File: config.mk
export PLATFORM = sky130hd
export DESIGN_NAME = ahb_wait_monitor
export DESIGN_NICKNAME = d
export VERILOG_FILES = /design/src/rtl/ahbmon_pkg.sv /design/src/rtl/ahbmon_history.sv /design/src/rtl/ahbmon_ctrl_rule.sv /design/src/rtl/ahbmon_wdata_rule.sv /design/src/rtl/ahbmon_resp_rule.sv /design/src/rtl/ahb_wait_monitor.sv
export SDC_FILE = /design/constraint.sdc
export NUM_CORES = 1
export LEC_CHECK = 0
export ABC_AREA = 1
export BUFFER_PORTS_ARGS = -buffer_cell sky130_fd_sc_hd__buf_2
export CORE_UTILIZATION = 48
export DETAILED_ROUTE_END_ITERATION = 12
export GPL_ROUTABILITY_DRIVEN = 0
export PLACE_DENSITY_LB_ADDON = 0.15
export REMOVE_ABC_BUFFERS = 1
export SYNTH_ARGS = -nofsm -noshare
export SYNTH_HDL_FRONTEND = slang
export SYNTH_HIERARCHICAL = 1
export SYNTH_SLANG_ARGS = --single-unit
File: constraint.sdc
create_clock -name clk -period 1.2 [get_ports clk]
set_clock_uncertainty 0.05 [all_clocks]
set_input_delay 0.12 -clock clk [delete_from_list [all_inputs] [get_ports clk]]
set_output_delay 0.12 -clock clk [all_outputs]
set_load 0.01 [all_outputs]
File: src/rtl/ahbmon_pkg.sv
package ahbmon_pkg;

  localparam logic [1:0] TR_IDLE = 2'b00;
  localparam logic [1:0] TR_BUSY = 2'b01;
  localparam logic [1:0] TR_NSEQ = 2'b10;
  localparam logic [1:0] TR_SEQ  = 2'b11;

  localparam logic [2:0] BURST_UNDEF = 3'b001;

  localparam int unsigned NUM_RULES  = 3;
  localparam int unsigned RULE_CTRL  = 0;
  localparam int unsigned RULE_WDATA = 1;
  localparam int unsigned RULE_RESP  = 2;

  // Legal transfer-type step across a waited cycle
  function automatic logic step_allowed(input logic [1:0] prv,
                                        input logic [1:0] nxt,
                                        input logic [2:0] prv_burst,
                                        input logic       err_wait);
    logic ok;
    ok = 1'b0;
    if (prv == nxt)                                    ok = 1'b1;
    if (prv == TR_IDLE && nxt == TR_NSEQ)              ok = 1'b1;
    if (prv == TR_BUSY && prv_burst == BURST_UNDEF)    ok = 1'b1;
    if (prv == TR_BUSY && nxt == TR_SEQ)               ok = 1'b1;
    if (err_wait && nxt == TR_IDLE)                    ok = 1'b1;
    return ok;
  endfunction

endpackage

File: src/rtl/ahbmon_history.sv
module ahbmon_history #(
  parameter int unsigned CTRL_W = 43,
  parameter int unsigned DATA_W = 32
) (
  input  logic              clk,
  input  logic              rst_n,
  input  logic [1:0]        trans_i,
  input  logic [CTRL_W-1:0] ctrl_i,
  input  logic              write_i,
  input  logic [DATA_W-1:0] wdata_i,
  input  logic              ready_i,
  input  logic              resp_i,
  output logic              prev_valid_o,
  output logic [1:0]        prev_trans_o,
  output logic [CTRL_W-1:0] prev_ctrl_o,
  output logic [DATA_W-1:0] prev_wdata_o,
  output logic              prev_ready_o,
  output logic              prev_resp_o,
  output logic              dphase_wr_o
);

  logic              valid_d, valid_q;
  logic [1:0]        trans_d, trans_q;
  logic [CTRL_W-1:0] ctrl_d, ctrl_q;
  logic [DATA_W-1:0] wdata_d, wdata_q;
  logic              ready_d, ready_q;
  logic              resp_d, resp_q;
  logic              dphase_d, dphase_q;
  logic              accept_en;

  always_comb begin
    accept_en = ready_i;
    valid_d   = 1'b1;
    trans_d   = trans_i;
    ctrl_d    = ctrl_i;
    wdata_d   = wdata_i;
    ready_d   = ready_i;
    resp_d    = resp_i;
    dphase_d  = dphase_q;
    if (accept_en) begin
      dphase_d = trans_i[1] & write_i;
    end
  end

  always_ff @(posedge clk or negedge rst_n) begin
    if (!rst_n) begin
      valid_q  <= 1'b0;
      trans_q  <= '0;
      ctrl_q   <= '0;
      wdata_q  <= '0;
      ready_q  <= 1'b0;
      resp_q   <= 1'b0;
      dphase_q <= 1'b0;
    end else begin
      valid_q  <= valid_d;
      trans_q  <= trans_d;
      ctrl_q   <= ctrl_d;
      wdata_q  <= wdata_d;
      ready_q  <= ready_d;
      resp_q   <= resp_d;
      dphase_q <= dphase_d;
    end
  end

  assign prev_valid_o = valid_q;
  assign prev_trans_o = trans_q;
  assign prev_ctrl_o  = ctrl_q;
  assign prev_wdata_o = wdata_q;
  assign prev_ready_o = ready_q;
  assign prev_resp_o  = resp_q;
  assign dphase_wr_o  = dphase_q;


  valid_hold_chk: assert property (@(posedge clk) disable iff (!rst_n)
    prev_valid_o |=> prev_valid_o);


  dphase_keep_chk: assert property (@(posedge clk) disable iff (!rst_n)
    (!ready_i) |=> (dphase_wr_o == $past(dphase_wr_o)));

endmodule

File: src/rtl/ahbmon_ctrl_rule.sv
module ahbmon_ctrl_rule
  import ahbmon_pkg::*;
#(
  parameter int unsigned CTRL_W    = 43,
  parameter int unsigned BURST_LSB = 4
) (
  input  logic              clk,
  input  logic              rst_n,
  input  logic              chk_en_i,
  input  logic              err_wait_i,
  input  logic [1:0]        trans_i,
  input  logic [CTRL_W-1:0] ctrl_i,
  input  logic [1:0]        prev_trans_i,
  input  logic [CTRL_W-1:0] prev_ctrl_i,
  output logic              fail_o
);

  logic [2:0] prev_burst;
  logic       step_ok;
  logic       type_held;
  logic       ctrl_moved;

  always_comb begin
    prev_burst = prev_ctrl_i[BURST_LSB +: 3];
    step_ok    = step_allowed(prev_trans_i, trans_i, prev_burst, err_wait_i);
    type_held  = (prev_trans_i == trans_i);
    ctrl_moved = (prev_ctrl_i != ctrl_i);
    fail_o     = chk_en_i & (~step_ok | (type_held & ctrl_moved));
  end


  idle_to_nseq_chk: assert property (@(posedge clk) disable iff (!rst_n)
    (chk_en_i && prev_trans_i == TR_IDLE && trans_i == TR_NSEQ) |-> !fail_o);


  fixed_busy_chk: assert property (@(posedge clk) disable iff (!rst_n)
    (chk_en_i && prev_trans_i == TR_BUSY && prev_burst != BURST_UNDEF &&
     trans_i != TR_SEQ && trans_i != TR_BUSY && !err_wait_i) |-> fail_o);


  err_to_idle_chk: assert property (@(posedge clk) disable iff (!rst_n)
    (chk_en_i && err_wait_i && trans_i == TR_IDLE && prev_trans_i != TR_IDLE) |-> !fail_o);


  ctrl_only_when_waited_chk: assert property (@(posedge clk) disable iff (!rst_n)
    fail_o |-> chk_en_i);

endmodule

File: src/rtl/ahbmon_wdata_rule.sv
module ahbmon_wdata_rule #(
  parameter int unsigned DATA_W = 32
) (
  input  logic              clk,
  input  logic              rst_n,
  input  logic              chk_en_i,
  input  logic              dphase_wr_i,
  input  logic [DATA_W-1:0] wdata_i,
  input  logic [DATA_W-1:0] prev_wdata_i,
  output logic              fail_o
);

  logic data_moved;

  always_comb begin
    data_moved = (wdata_i != prev_wdata_i);
    fail_o     = chk_en_i & dphase_wr_i & data_moved;
  end


  wdata_moved_chk: assert property (@(posedge clk) disable iff (!rst_n)
    fail_o |-> !$stable(wdata_i));


  read_free_chk: assert property (@(posedge clk) disable iff (!rst_n)
    (chk_en_i && !dphase_wr_i) |-> !fail_o);

endmodule

File: src/rtl/ahbmon_resp_rule.sv
module ahbmon_resp_rule (
  input  logic clk,
  input  logic rst_n,
  input  logic chk_en_i,
  input  logic resp_i,
  input  logic ready_i,
  input  logic prev_resp_i,
  input  logic prev_ready_i,
  output logic fail_o
);

  logic first_half_prev;
  logic second_half_now;

  always_comb begin
    first_half_prev = prev_resp_i & ~prev_ready_i;
    second_half_now = resp_i & ready_i;
    fail_o          = chk_en_i & (first_half_prev ^ second_half_now);
  end


  resp_involved_chk: assert property (@(posedge clk) disable iff (!rst_n)
    fail_o |-> (resp_i || prev_resp_i));


  resp_quiet_chk: assert property (@(posedge clk) disable iff (!rst_n)
    (!resp_i && !prev_resp_i) |-> !fail_o);

endmodule

File: src/rtl/ahb_wait_monitor.sv
module ahb_wait_monitor
  import ahbmon_pkg::*;
#(
  parameter int unsigned ADDR_W = 32,
  parameter int unsigned DATA_W = 32
) (
  input  logic              clk,
  input  logic              rst_n,
  input  logic [1:0]        trans_type,
  input  logic [ADDR_W-1:0] addr,
  input  logic              write_en,
  input  logic [2:0]        xfer_size,
  input  logic [2:0]        burst_kind,
  input  logic [3:0]        prot_attr,
  input  logic [DATA_W-1:0] wr_data,
  input  logic              ready_in,
  input  logic              resp_err,
  output logic              flag_ctrl_o,
  output logic              flag_wdata_o,
  output logic              flag_resp_o,
  output logic              viol_o
);

  localparam int unsigned PROT_W    = 4;
  localparam int unsigned BURST_LSB = PROT_W;
  localparam int unsigned CTRL_W    = ADDR_W + 1 + 3 + 3 + PROT_W;

  logic [CTRL_W-1:0]    ctrl_now;
  logic                 prev_valid;
  logic [1:0]           prev_trans;
  logic [CTRL_W-1:0]    prev_ctrl;
  logic [DATA_W-1:0]    prev_wdata;
  logic                 prev_ready;
  logic                 prev_resp;
  logic                 dphase_wr;
  logic                 wait_chk_en;
  logic [NUM_RULES-1:0] fail_vec;
  logic [NUM_RULES-1:0] flag_d, flag_q;
  logic                 pulse_d, pulse_q;

  assign ctrl_now    = {addr, write_en, xfer_size, burst_kind, prot_attr};
  assign wait_chk_en = prev_valid & ~prev_ready;

  ahbmon_history #(.CTRL_W(CTRL_W), .DATA_W(DATA_W)) u_hist (
    .clk          (clk),
    .rst_n        (rst_n),
    .trans_i      (trans_type),
    .ctrl_i       (ctrl_now),
    .write_i      (write_en),
    .wdata_i      (wr_data),
    .ready_i      (ready_in),
    .resp_i       (resp_err),
    .prev_valid_o (prev_valid),
    .prev_trans_o (prev_trans),
    .prev_ctrl_o  (prev_ctrl),
    .prev_wdata_o (prev_wdata),
    .prev_ready_o (prev_ready),
    .prev_resp_o  (prev_resp),
    .dphase_wr_o  (dphase_wr)
  );

  ahbmon_ctrl_rule #(.CTRL_W(CTRL_W), .BURST_LSB(BURST_LSB)) u_ctrl (
    .clk          (clk),
    .rst_n        (rst_n),
    .chk_en_i     (wait_chk_en),
    .err_wait_i   (prev_resp),
    .trans_i      (trans_type),
    .ctrl_i       (ctrl_now),
    .prev_trans_i (prev_trans),
    .prev_ctrl_i  (prev_ctrl),
    .fail_o       (fail_vec[RULE_CTRL])
  );

  ahbmon_wdata_rule #(.DATA_W(DATA_W)) u_wdata (
    .clk          (clk),
    .rst_n        (rst_n),
    .chk_en_i     (wait_chk_en),
    .dphase_wr_i  (dphase_wr),
    .wdata_i      (wr_data),
    .prev_wdata_i (prev_wdata),
    .fail_o       (fail_vec[RULE_WDATA])
  );

  ahbmon_resp_rule u_resp (
    .clk          (clk),
    .rst_n        (rst_n),
    .chk_en_i     (prev_valid),
    .resp_i       (resp_err),
    .ready_i      (ready_in),
    .prev_resp_i  (prev_resp),
    .prev_ready_i (prev_ready),
    .fail_o       (fail_vec[RULE_RESP])
  );

  genvar g;
  generate
    for (g = 0; g < NUM_RULES; g++) begin : g_flag
      always_comb begin
        flag_d[g] = flag_q[g] | fail_vec[g];
      end

      always_ff @(posedge clk or negedge rst_n) begin
        if (!rst_n) flag_q[g] <= 1'b0;
        else        flag_q[g] <= flag_d[g];
      end


      sticky_flag_chk: assert property (@(posedge clk) disable iff (!rst_n)
        flag_q[g] |=> flag_q[g]);
    end
  endgenerate

  always_comb begin
    pulse_d = |fail_vec;
  end

  always_ff @(posedge clk or negedge rst_n) begin
    if (!rst_n) pulse_q <= 1'b0;
    else        pulse_q <= pulse_d;
  end

  assign flag_ctrl_o  = flag_q[RULE_CTRL];
  assign flag_wdata_o = flag_q[RULE_WDATA];
  assign flag_resp_o  = flag_q[RULE_RESP];
  assign viol_o       = pulse_q;


  pulse_has_flag_chk: assert property (@(posedge clk) disable iff (!rst_n)
    viol_o |-> (|flag_q));


  first_edge_quiet_chk: assert property (@(posedge clk) disable iff (!rst_n)
    !prev_valid |=> !viol_o);

endmodule

== Word level (Yosys, flattened, before mapping) ==
Index checks and enable logic that the tools add are counted.

* Bits of input ports: 81
* Register bits after elaboration: 85

* Reduce and logical (&&, ||, !) cells: 7
* Bitwise logic cells: 16
* Eq/ne operators: 7
* Mux-type cells: 5

{| class="wikitable"
|+ Operators by type and width
! cell !! number
|-
| != test 43 bit || 1
|-
| != test 32 bit || 1
|-
| AND 1 bit || 9
|-
| 2-to-1 mux 1 bit || 5
|-
| equality test 2 bit (second input constant) || 2
|-
| logical AND 1 bit || 4
|-
| zero test 2 bit || 2
|-
| bitwise OR 1 bit || 4
|-
| equality test 3 x 1 -> 1 bit (second input constant) || 1
|-
| OR reduction 3 bit || 1
|-
| equality test 2 x 1 -> 1 bit (second input constant) || 1
|-
| equality test 2 bit || 1
|-
| NOT 1 bit || 2
|-
| bitwise XOR 1 bit || 1
|}

== Longest topological paths before layout ==
Gate-level depths: netlist of the first run.

* Depth after elaboration: 10
* Mapped depth: 13
* Gate-level depth less buffers: 13

== Hierarchy ==
The synthesis of the first run kept the hierarchy.

{| class="wikitable"
|+ By module, submodules not included
! module !! seq. area each (µm²) !! cells an instance !! area each (µm²) !! instances
|-
| ahbmon_history || 2,026.9 || 86 || 2,047.0 || 1
|-
| ahbmon_ctrl_rule || 0.0 || 183 || 822.0 || 1
|-
| ahbmon_wdata_rule || 0.0 || 170 || 653.1 || 1
|-
| ahb_wait_monitor || 100.1 || 12 || 137.6 || 1
|-
| ahbmon_resp_rule || 0.0 || 11 || 46.3 || 1
|}

== Least setup slack after synthesis of the first run ==
OpenSTA, ideal clock, no wires.

* Path type: register to register
* Start: register u_hist.trans_q[0] (netlist: u_hist/prev_trans_o[0])
* End: register flag_q[0] (netlist: flag_ctrl_o)
* Cell stages (with the launch flop): 10
* Arrival time: 1.150 ns
* Buffers on the path: 0
* Clock period less this slack: 1.324 ns
* Path slack: -0.124 ns
* Data required time: 1.026 ns
* Cell sequence: dfrtp_1 -> inv_1 -> nand2_1 -> a21oi_2 -> nand3_1 -> nor2_1 -> nand3_1 -> nand2_1 -> inv_1 -> or2_1

* Word-level cells in the longest chain between the ends: 10

{| class="wikitable"
|+ RTL lines
! item !! RTL line !! RTL
|-
| start, declared || ahbmon_history.sv:23 || <nowiki>logic [1:0] trans_d, trans_q;</nowiki>
|-
| start signal, assigned || ahbmon_history.sv:56 || <nowiki>trans_q <= trans_d;</nowiki>
|-
| equality test 2 bit / zero test 2 bit (equally long branches) || ahbmon_pkg.sv:22, ahbmon_ctrl_rule.sv:26, ahbmon_pkg.sv:23 ||
|-
| 2-to-1 mux 1 bit / logical AND 1 bit (equally long branches) || ahbmon_pkg.sv:22, ahbmon_pkg.sv:23 ||
|-
| 2-to-1 mux 1 bit || ahbmon_pkg.sv:23 || <nowiki>if (prv == TR_IDLE && nxt == TR_NSEQ) ok = 1'b1;</nowiki>
|-
| 2-to-1 mux 1 bit || ahbmon_pkg.sv:24 || <nowiki>if (prv == TR_BUSY && prv_burst == BURST_UNDEF) ok = 1'b1;</nowiki>
|-
| 2-to-1 mux 1 bit || ahbmon_pkg.sv:25 || <nowiki>if (prv == TR_BUSY && nxt == TR_SEQ) ok = 1'b1;</nowiki>
|-
| 2-to-1 mux 1 bit || ahbmon_pkg.sv:26 || <nowiki>if (err_wait && nxt == TR_IDLE) ok = 1'b1;</nowiki>
|-
| NOT 1 bit || ahbmon_ctrl_rule.sv:28 || <nowiki>fail_o = chk_en_i & (~step_ok | (type_held & ctrl_moved));</nowiki>
|-
| bitwise OR 1 bit * || ahbmon_ctrl_rule.sv:28 ||
|-
| AND 1 bit * || ahbmon_ctrl_rule.sv:28 ||
|-
| net fail_vec[0] || ahb_wait_monitor.sv:37 || <nowiki>logic [NUM_RULES-1:0] fail_vec;</nowiki>
|-
| bitwise OR 1 bit * || ahb_wait_monitor.sv:99 || <nowiki>flag_d[g] = flag_q[g] | fail_vec[g];</nowiki>
|-
| net flag_d[0] || ahb_wait_monitor.sv:38 || <nowiki>logic [NUM_RULES-1:0] flag_d, flag_q;</nowiki>
|-
| end signal, assigned by index || ahb_wait_monitor.sv:104 || <nowiki>else flag_q[g] <= flag_d[g];</nowiki>
|-
| end, declared || ahb_wait_monitor.sv:38 ||
|}

Mark *: on every way through the listed nets, which the timed path passes. The rest lies on a longest branch.
A chain may end at the register's enable or synchronous reset.

== Final worst setup path of the first run ==
* Start: register u_hist.ctrl_q[33] (netlist: u_hist/prev_ctrl_o[33])
* End: register flag_q[0] (netlist: flag_ctrl_o)

* Word-level cells in the longest chain between the ends: 5

{| class="wikitable"
|+ RTL lines
! item !! RTL line !! RTL
|-
| start, declared || ahbmon_history.sv:24 || <nowiki>logic [CTRL_W-1:0] ctrl_d, ctrl_q;</nowiki>
|-
| start signal, assigned || ahbmon_history.sv:57 || <nowiki>ctrl_q <= ctrl_d;</nowiki>
|-
| != test 43 bit || ahbmon_ctrl_rule.sv:27 || <nowiki>ctrl_moved = (prev_ctrl_i != ctrl_i);</nowiki>
|-
| AND 1 bit || ahbmon_ctrl_rule.sv:28 ||
|-
| bitwise OR 1 bit || ahbmon_ctrl_rule.sv:28 ||
|-
| AND 1 bit || ahbmon_ctrl_rule.sv:28 ||
|-
| net fail_vec[0] || ahb_wait_monitor.sv:37 ||
|-
| bitwise OR 1 bit || ahb_wait_monitor.sv:99 ||
|-
| net flag_d[0] || ahb_wait_monitor.sv:38 ||
|}

The timed path passes the listed nets, and every way through them passes these cells.

==> flow_summary.json, run 1 <==
{
  "worstSkewPairLatency_ns": 0.34,
  "vias": 3231,
  "period_share": 1.25,
  "layout.nets": 738,
  "grt_pass1_vias": 3336,
  "crit_family": "simple AND/OR/NAND/NOR gates",
  "finalWirelength_um": 7900,
  "crit_fanout": 2,
  "fp.dieW_um": 89.9,
  "clock-sinks": 85,
  "layout_common_cells": "172 x nand2_1, 101 x inv_1, 85 x dfrtp_1, 83 x buf_2, 80 x dlygate4sd3_1",
  "synth.cell_area_um2": 3710,
  "post_cts_buffers": 0,
  "finalHoldViolations": 0,
  "track_usage": 0.212,
  "syn_inst": 462,
  "crit_buf_inv": 2,
  "yosysTopAreaCellShare": 0.574,
  "worstPathCellList": "inv_1, nand2_1, nand2_1, nand2_1, nor2_1, nand2_1, nor2_2, nand3_1, nand2_1, inv_1, or2_1",
  "cts_buffers": 9,
  "setup_ws_ns": -0.296,
  "worstHoldPathType": "primary input to async pin",
  "ys_ff_latch": 85,
  "rsz0062_at_grt": "yes",
  "fmax_mhz": 668,
  "crit_top_cell": "nand2_1",
  "antenna_found_initial": 0,
  "internal_power_w": 0.00468,
  "clockPowerShare": 0.348,
  "clkSlewWorstSetupHoldPaths_ns": 0.08,
  "slew_viol_final": 0,
  "die_area_um2": 8080,
  "first_iter_violations": 75,
  "p_sw_frac": 0.235,
  "first_pass_iters": 4,
  "cap_violations": 0,
  "diodes": 0,
  "cellLeakagePower_nw": 3.05,
  "p_seq_frac": 0.503,
  "wl_met3_um": 311,
  "worstPathArrival_ns": 1.67,
  "nFillCells": 596,
  "dieHeight_um": 89.9,
  "row_count": 31,
  "clockBufferDepth": 2,
  "grt_max_degree": 26,
  "violations": "negative setup slack",
  "htreeDepth": 3,
  "drc": 0,
  "cellPowerDensity_nw_per_um2": 1120,
  "min_period_ns": 1.50,
  "pwr-share-comb": 0.149,
  "mostFrequentLayoutCell": "nand2_1",
  "switchingPower_w": 0.00143,
  "core_area_um2": 7370,
  "worstSetupPathType": "flip-flop to flip-flop",
  "cp_slowest_cell": "dfrtp_1",
  "outcome": "finished, violations left",
  "via_per_inst": 4.25,
  "post_dp_cell_area_um2": 4430,
  "yosysTopAreaCell": "dfrtp_1",
  "synth.distinct_cells": 15,
  "largest_reg_flops": 43,
  "root_buffer": "clkbuf_8",
  "grt_overflow": 0,
  "start_util": 0.503,
  "port_buffers": 84,
  "grt_pass1_wl_um": 13700,
  "cts_tree": "built",
  "highest_layer": "met4",
  "cp_data_required_time_ns": 1.37,
  "ys_warn_count": 6,
  "ant_nets": 0,
  "drive_gt1_frac": 0.195,
  "area_delta_synth_final_pct": 47.5,
  "wl_met1_um": 3540,
  "fin_area_um2": 5470,
  "hpwl_um": 5270,
  "pre_cts_slack_ns": -0.334,
  "synth-seq-area-share": 0.574,
  "met2_length_um": 3910,
  "ir_worst_vdd_mv": 0.678,
  "ys_top_cells_by_area": "dfrtp_1 57%, nand2_1 17%, inv_1 10%",
  "endpoint_kind": "flip-flop",
  "syn_avg_cell_area_um2": 8.02,
  "max_stage_delay_ns": 0.39,
  "hold_slack_ns": 0.178,
  "setup_violations": 3,
  "power_w": 0.00611,
  "drt-wirelength-per-cell_um": 10.4,
  "startpoint_type": "flip-flop",
  "ios": 85
}
-- cell type report --
| type | instances | area [um2] | area share |
|---|---|---|---|
| Inverter | 101 | 379 | 0.0694 |
| Timing Repair Buffer | 184 | 1400 | 0.256 |
| Sequential cell | 85 | 2130 | 0.389 |
| Clock buffer | 12 | 135 | 0.0247 |
| Multi-Input combinational cell | 276 | 1230 | 0.225 |
| Clock inverter | 4 | 72.6 | 0.0133 |
| Tap cell | 99 | 124 | 0.0227 |
-- logic make-up (layout without fill, tap and decap cells) --
kind of cell           after synthesis  in the layout  synth area share
AO/OA/AOI/OAI                        3              3           0.00506
XOR/XNOR                            27             27            0.0638
buffers and inverters              101            301             0.102
flip-flops                          85             85             0.574
other                                1              1           0.00101
AND/OR/NAND/NOR                    245            245             0.254
-- power groups by stage --
stage | registers [W] | clock network (W) | logic, W
floorplan | 0.00312 | 0 | 0.000331
global placement | 0.00312 | 0 | 0.000672
detailed placement | 0.00313 | 0 | 0.000698
CTS | 0.00308 | 0.00220 | 0.000897
global route | 0.00309 | 0.00232 | 0.00103
finish | 0.00308 | 0.00213 | 0.000909
-- per-stage QoR --
step,std cells,TNS (ns),util
finish,761,-0.805,0.742
global route,761,-1.19,0.742
CTS,760,-0.842,0.737
detailed placement,665,-0.906,0.601
global placement,665,-0.850,0.601
floorplan,462,-0.213,-
-- cell usage after synthesis --
library cell,number
a21oi_1,1
a21oi_2,1
conb_1,1
dfrtp_1,85
inv_1,101
nand2_1,172
nand2_2,1
nand3_1,5
nand4_1,1
nor2_1,62
nor2_2,1
o21ai_0,1
or2_1,3
xnor2_1,22
xor2_1,5
-- what timing repair did --
action | CTS | global route
pin swaps | 11 | 12
gates cloned | 0 | 0
gates resized for setup | 2 | 7
hold endpoints to repair | 164 | 1
endpoints found under the setup margin | 3 | 3
hold buffers | 79 | 1
-- metal layers --
metal | vias up | track usage
met5 | - | 0
met4 | 0 | 0.0874
met3 | 11 | 0.0364
met2 | 61 | 0.379
met1 | 1463 | 0.253
li1 | 1696 | -
-- path summary, 6_finish.rpt --
| kind | depth (start not counted) | slack [ns] | endpoint | start |
|---|---|---|---|---|
| worst max register to register | 11 | -0.30 | flag_ctrl_o | u_hist/prev_ctrl_o[33] |
| worst min-delay path | 2 | 0.18 | u_hist/prev_ctrl_o[41] | rst_n |
| min in group clk | 8 | 0.30 | viol_o | trans_type[1] |
| worst max-delay path | 11 | -0.30 | flag_ctrl_o | u_hist/prev_ctrl_o[33] |
| max in group asynchronous | 3 | 0.42 | u_hist/prev_wdata_o[8] | rst_n |
| worst min register to register | 1 | 0.41 | flag_resp_o | flag_resp_o |
Power figures use the tool's default switching activity.
==> inputs of run 2 (changes only) <==
CORE_UTILIZATION = 30   (was 48)
SYNTH_HIERARCHICAL = default   (was 1)
==> run 2 against run 1 <==
  * The flow still finishes with violations (negative setup slack)
  * Cell count decreased by 16%
  * Worst hold slack improved by 0.052 ns
  * Combinational power decreased by 6.8%
  * Non-clock buffer count decreased by 11
  * Synthesized area decreased by 9.9%
  * Critical path depth decreased by 4
  * Sequential share of layout area increased by 2.6 points
  * Register-to-register slack improved by 0.14 ns
  * Wire length decreased by 16%
  * Highest routed layer unchanged
==> flow_summary.json, run 2 <==
{
  "endpoint_kind": "flip-flop",
  "htreeDepth": 3,
  "first_pass_iters": 4,
  "grt_pass1_vias": 2638,
  "switchingPower_w": 0.00142,
  "outcome": "finished, violations left",
  "grt_pass1_wl_um": 11600,
  "ir_worst_vdd_mv": 0.790,
  "crit_top_cell": "nand3_2",
  "synth.cell_area_um2": 3340,
  "start_util": 0.308,
  "reg2regPathDepth": 7,
  "endpoint": "viol_o",
  "pwr-share-comb": 0.133,
  "grt_overflow": 0,
  "cellLeakagePower_nw": 2.36,
  "ys_ff_latch": 85,
  "drt-wirelength-per-cell_um": 10.3,
  "p_sw_frac": 0.223,
  "worstPathArrival_ns": 1.54,
  "r2r_end": "viol_o",
  "dieHeight_um": 107,
  "antenna_found_initial": 0,
  "fp.dieW_um": 107,
  "clockBufferDepth": 2,
  "setup_violations": 3,
  "cts_buffers": 9,
  "violations": "negative setup slack",
  "ys_warn_count": 0,
  "crit_buf_inv": 0,
  "hpwl_um": 4580,
  "p_seq_frac": 0.483,
  "drive_gt1_frac": 0.252,
  "internal_power_w": 0.00494,
  "vias": 2521,
  "period_share": 1.13,
  "via_per_inst": 3.94,
  "clkSlewWorstSetupHoldPaths_ns": 0.09,
  "die_area_um2": 11600,
  "cellPowerDensity_nw_per_um2": 1240,
  "crit_start": "u_hist.prev_trans_o[0]",
  "crit_fanout": 2,
  "worstPathCellList": "or2_4, a21oi_4, nand3_2, nor2_2, nand3_2, nand2_2, nand2_1",
  "yosysTopAreaCell": "dfrtp_1",
  "synth.distinct_cells": 18,
  "placedCellCount": 541,
  "grt_max_degree": 54,
  "r2r-start": "u_hist.prev_trans_o[0]",
  "cap_violations": 0,
  "synth_common_cells": "85 x dfrtp_1, 82 x nand2_1, 58 x xnor2_1",
  "cp_data_required_time_ns": 1.39,
  "layout.nets": 576,
  "cts_tree": "built",
  "startpoint_type": "flip-flop",
  "hold_slack_ns": 0.230,
  "core_area_um2": 10800,
  "rsz0062_at_grt": "yes",
  "ios": 85,
  "synth_flop_cell": "dfrtp_1",
  "mostFrequentLayoutCell": "dfrtp_1",
  "worstSkewPairLatency_ns": 0.35,
  "cp.depth": 7,
  "fmax_mhz": 738,
  "drc": 0,
  "clockPowerShare": 0.384,
  "worstSetupPathType": "flip-flop to flip-flop",
  "ys_top_cells_by_area": "dfrtp_1 64%, xnor2_1 15%, nand2_1 9.2%",
  "largest_reg_flops": 43,
  "clock-sinks": 85,
  "nFillCells": 1048,
  "max_stage_delay_ns": 0.38,
  "yosysTopAreaCellShare": 0.637,
  "ant_nets": 0,
  "post-synth-top-count-cell": "dfrtp_1",
  "track_usage": 0.131,
  "row_count": 38,
  "syn_avg_cell_area_um2": 10.7,
  "min_period_ns": 1.36,
  "setup_ws_ns": -0.156,
  "first_iter_violations": 41,
  "finalNonFillerCells": 640,
  "diodes": 0,
  "worstHoldPathType": "primary input to async pin",
  "finalHoldViolations": 0,
  "crit_family": "simple AND/OR/NAND/NOR gates",
  "synth-seq-area-share": 0.637,
  "slew_viol_final": 0,
  "rrSetupSlack_ns": -0.16,
  "cp_slowest_cell": "dfrtp_1",
  "ys_async_sr_fraction": 1.00,
  "port_buffers": 84,
  "finalWirelength_um": 6610,
  "area_delta_synth_final_pct": 53.4,
  "root_buffer": "clkbuf_8",
  "syn_inst": 311,
  "layout_common_cells": "85 x dfrtp_1, 83 x buf_2, 80 x nand2_1, 80 x dlygate4sd3_1, 58 x xnor2_1",
  "synth_edf_count": 0
}
-- run 2: changes by cell type after synthesis, moves of 2 or more --
cell | previous run | this run
a21oi_1 | 1 | 4
nand2_1 | 172 | 82
nor2_1 | 62 | 27
nand3_1 | 5 | 7
xnor2_1 | 22 | 58
inv_1 | 101 | 29
-- run 2: area by class of cell --
cell class	count	area, um2	share of cell area
flip-flops and latches	85	2130	0.415
repair buffers	173	1300	0.255
multi-input cells	197	1160	0.226
well taps	140	175	0.0342
clock buffers	10	138	0.0269
clock inverters	6	110	0.0215
inverters	29	109	0.0213
-- run 2: logic make-up after synthesis --
family / count (synthesis) / synth area share
buffers and inverters: 29 / 0.0326
and+or+nand+nor: 125 / 0.150
AOI/OAI and AO/OA: 8 / 0.0139
other: 1 / 0.00112
DFF: 85 / 0.637
xor gates and xnor gates: 63 / 0.165
-- run 2: worst min-delay path: stages --
cell,delay [ns]
dlygate4sd3_1,0.52
buf_4,0.12
buf_12,0.26
-- run 2: power groups by stage --
stage	registers [W]	clock network [W]	logic, W
2_1_floorplan	0.00313	0	0.000313
3_3_place_gp	0.00313	0	0.000624
3_5_place_dp	0.00313	0	0.000635
4_1_cts	0.00307	0.00258	0.000844
5_1_grt	0.00309	0.00266	0.000961
6_report	0.00307	0.00244	0.000847
-- run 2: per-stage QoR --
step | total power [W] | cell area, um2 | setup WS [ns] | utilization | setup TNS (ns)
after CTS | 0.00649 | 5060 | -0.208 | 0.467 | -0.506
after global placement | 0.00375 | 3990 | -0.221 | 0.368 | -0.538
after floorplan | 0.00344 | 3340 | -0.0441 | - | -0.0814
after global routing | 0.00671 | 5120 | -0.234 | 0.472 | -0.685
final | 0.00636 | 5120 | -0.156 | 0.472 | -0.416
after detailed placement | 0.00377 | 3990 | -0.212 | 0.368 | -0.526
-- run 2: what timing repair did --
action,CTS,global route
buffers inserted,2,1
hold buffers,80,0
pin swaps,5,22
setup endpoints to repair,3,3
resized for setup,2,14
hold endpoints to repair,165,0
-- run 2: how the worst min path moves through the flow --
| stage | startpoint | end | slack [ns] | depth (start not counted) |
|---|---|---|---|---|
| finish | rst_n | u_hist.prev_wdata_o[23] | 0.23 | 3 |
| floorplan | rst_n | flag_ctrl_o | -0.23 | 0 |
| global route | rst_n | u_hist.prev_wdata_o[23] | 0.27 | 3 |
| global placement | rst_n | u_hist.prev_wdata_o[21] | 0.09 | 2 |
| CTS | wr_data[26] | flag_wdata_o | 0.22 | 8 |
| detailed placement | rst_n | u_hist.prev_wdata_o[22] | 0.09 | 2 |
-- run 2: routing by layer --
| layer | GRT usage | share of wire | vias up |
|---|---|---|---|
| met1 | 0.151 | 0.44 | 1165 |
| met4 | 0.0528 | 0.017 | 0 |
| met3 | 0.0430 | 0.044 | 8 |
| met5 | 0 | 0 | - |
| li1 | - | - | 1301 |
| met2 | 0.223 | 0.50 | 47 |
==> inputs of run 3 (changes only) <==
clock period = 1.5 ns   (was 1.2 ns; I/O delays follow)
==> run 3 against run 2 <==
  * The flow now finishes without violations
  * Clock power shrank 39%
  * Wire length rose by 1.0%
  * Global-route usage down 0.11 points
  * First-iteration DRC count rose by 78%
  * Flip-flop and latch count unchanged
  * Sequential power fell by 20%
  * Critical path depth increased by 3
  * Critical endpoint unchanged
  * Largest power group unchanged
  * Highest routed layer unchanged
==> flow_summary.json, run 3 (synthesized netlist as in run 2, its figures left out) <==
{
  "clkSlewWorstSetupHoldPaths_ns": 0.08,
  "fmax_mhz": 707,
  "vias": 2495,
  "outcome": "completed",
  "cellPowerDensity_nw_per_um2": 921,
  "r2r-start": "u_hist.prev_trans_o[0]",
  "area_delta_synth_final_pct": 50.1,
  "finalNonFillerCells": 635,
  "endpoint_kind": "flip-flop",
  "crit_fanout": 2,
  "port_buffers": 84,
  "cp_data_required_time_ns": 1.70,
  "placedCellCount": 537,
  "root_buffer": "clkbuf_8",
  "period_share": 0.943,
  "slew_viol_final": 0,
  "drt-wirelength-per-cell_um": 10.5,
  "clock-sinks": 85,
  "max_stage_delay_ns": 0.54,
  "dieHeight_um": 107,
  "grt_pass1_vias": 2547,
  "drc": 0,
  "largest_reg_flops": 43,
  "finalWirelength_um": 6680,
  "layout.nets": 571,
  "row_count": 38,
  "diodes": 0,
  "layout_common_cells": "85 x dfrtp_1, 83 x buf_2, 81 x nand2_1, 80 x dlygate4sd3_1, 56 x xnor2_1",
  "cts_tree": "built",
  "via_per_inst": 3.93,
  "startpoint_type": "primary input",
  "track_usage": 0.130,
  "antenna_found_initial": 0,
  "worstPathArrival_ns": 1.61,
  "grt_max_degree": 42,
  "finalSetupTns_ns": 0,
  "crit_top_cell": "nand2_1",
  "core_area_um2": 10800,
  "ir_worst_vdd_mv": 0.456,
  "crit_buf_inv": 2,
  "htreeDepth": 3,
  "finalHoldViolations": 0,
  "grt_overflow": 0,
  "crit_family": "buffers and inverters",
  "die_area_um2": 11600,
  "cts_buffers": 9,
  "worstSkewPairLatency_ns": 0.36,
  "worstPathCellList": "dlygate4sd3_1, buf_2, xnor2_1, nand2_1, nor2_2, nand2_1, nor2_2, nand3_2, nand2_2, nand2_1",
  "fp.dieW_um": 107,
  "crit_start": "addr[21]",
  "pre_cts_slack_ns": 0.0729,
  "clockBufferDepth": 2,
  "ant_nets": 0,
  "mostFrequentLayoutCell": "dfrtp_1",
  "first_pass_iters": 4,
  "cp_slowest_cell": "dlygate4sd3_1",
  "cap_violations": 0,
  "cellLeakagePower_nw": 2.33,
  "worstHoldPathType": "primary input to async pin",
  "setup_ws_ns": 0.0857,
  "first_iter_violations": 73,
  "min_period_ns": 1.41,
  "hpwl_um": 4590,
  "ios": 85,
  "start_util": 0.308,
  "worstSetupPathType": "primary input to flip-flop",
  "drive_gt1_frac": 0.232,
  "setup_violations": 0,
  "grt_pass1_wl_um": 11200
}
## run 3: cell types whose count changed in the layout (fill, tap and decap cells not counted), sizes merged
cell      before  now
buf           93   88
bufinv         3    0
clkbuf        10   12
clkinv         1    3
clkinvlp       2    1
## run 3: worst paths after layout
kind / to / slack, ns / cells past startpoint
hold reg to reg: flag_wdata_o / 0.41 / 1
min in group clk: flag_ctrl_o / 0.30 / 7
hold / removal: u_hist.prev_wdata_o[26] / 0.15 / 2
setup reg to reg: viol_o / 0.12 / 7
setup / recovery: viol_o / 0.09 / 10
max in group asynchronous: u_hist.prev_ctrl_o[26] / 0.77 / 3
## run 3: power by group
group	total, W	internal [W]	switching [W]
clock network	0.00149	0.000685	0.000804
registers	0.00246	0.00241	0.0000524
logic	0.000667	0.000393	0.000274
## run 3: area by class of cell
class | instances | area [um2]
Inverter | 29 | 109
Clock inverter | 4 | 22.5
Multi-Input combinational cell | 197 | 1140
Clock buffer | 12 | 155
Fill cell | 1042 | 5830
Sequential cell | 85 | 2130
Tap cell | 140 | 175
Timing Repair Buffer | 168 | 1280
## run 3: stage by stage
step	cell area, um2	utilization	hold WS, ns	total power [W]
finish	5010	0.462	0.146	0.00461
global route	5010	0.462	0.149	0.00489
detailed placement	3980	0.367	-0.0173	0.00301
floorplan	3340	-	-0.196	0.00275
global placement	3980	0.367	-0.0155	0.00300
CTS	4950	0.457	0.132	0.00470
## run 3: worst register-to-register path: stages (launching register included)
cell and delay (ns):
dfrtp_1 0.38, or2_1 0.24, a21oi_2 0.17, nand3_1 0.10, nor2_2 0.11, nand3_2 0.09, nand2_2 0.08, nand2_1 0.06
## run 3: repair_timing
| action | CTS | global route |
|---|---|---|
| resized for setup | 0 | 10 |
| setup buffers | 0 | 2 |
| endpoints found under the setup margin | 0 | 2 |
| endpoints found under the hold margin | 165 | 0 |
| hold buffers | 80 | 0 |
## run 3: per-layer routing
layer	share of wire	GRT usage	vias up
met2	0.48	0.215	45
met4	0.027	0.0851	0
li1	-	-	1292
met1	0.46	0.153	1147
met3	0.031	0.0248	11
met5	0	0	-
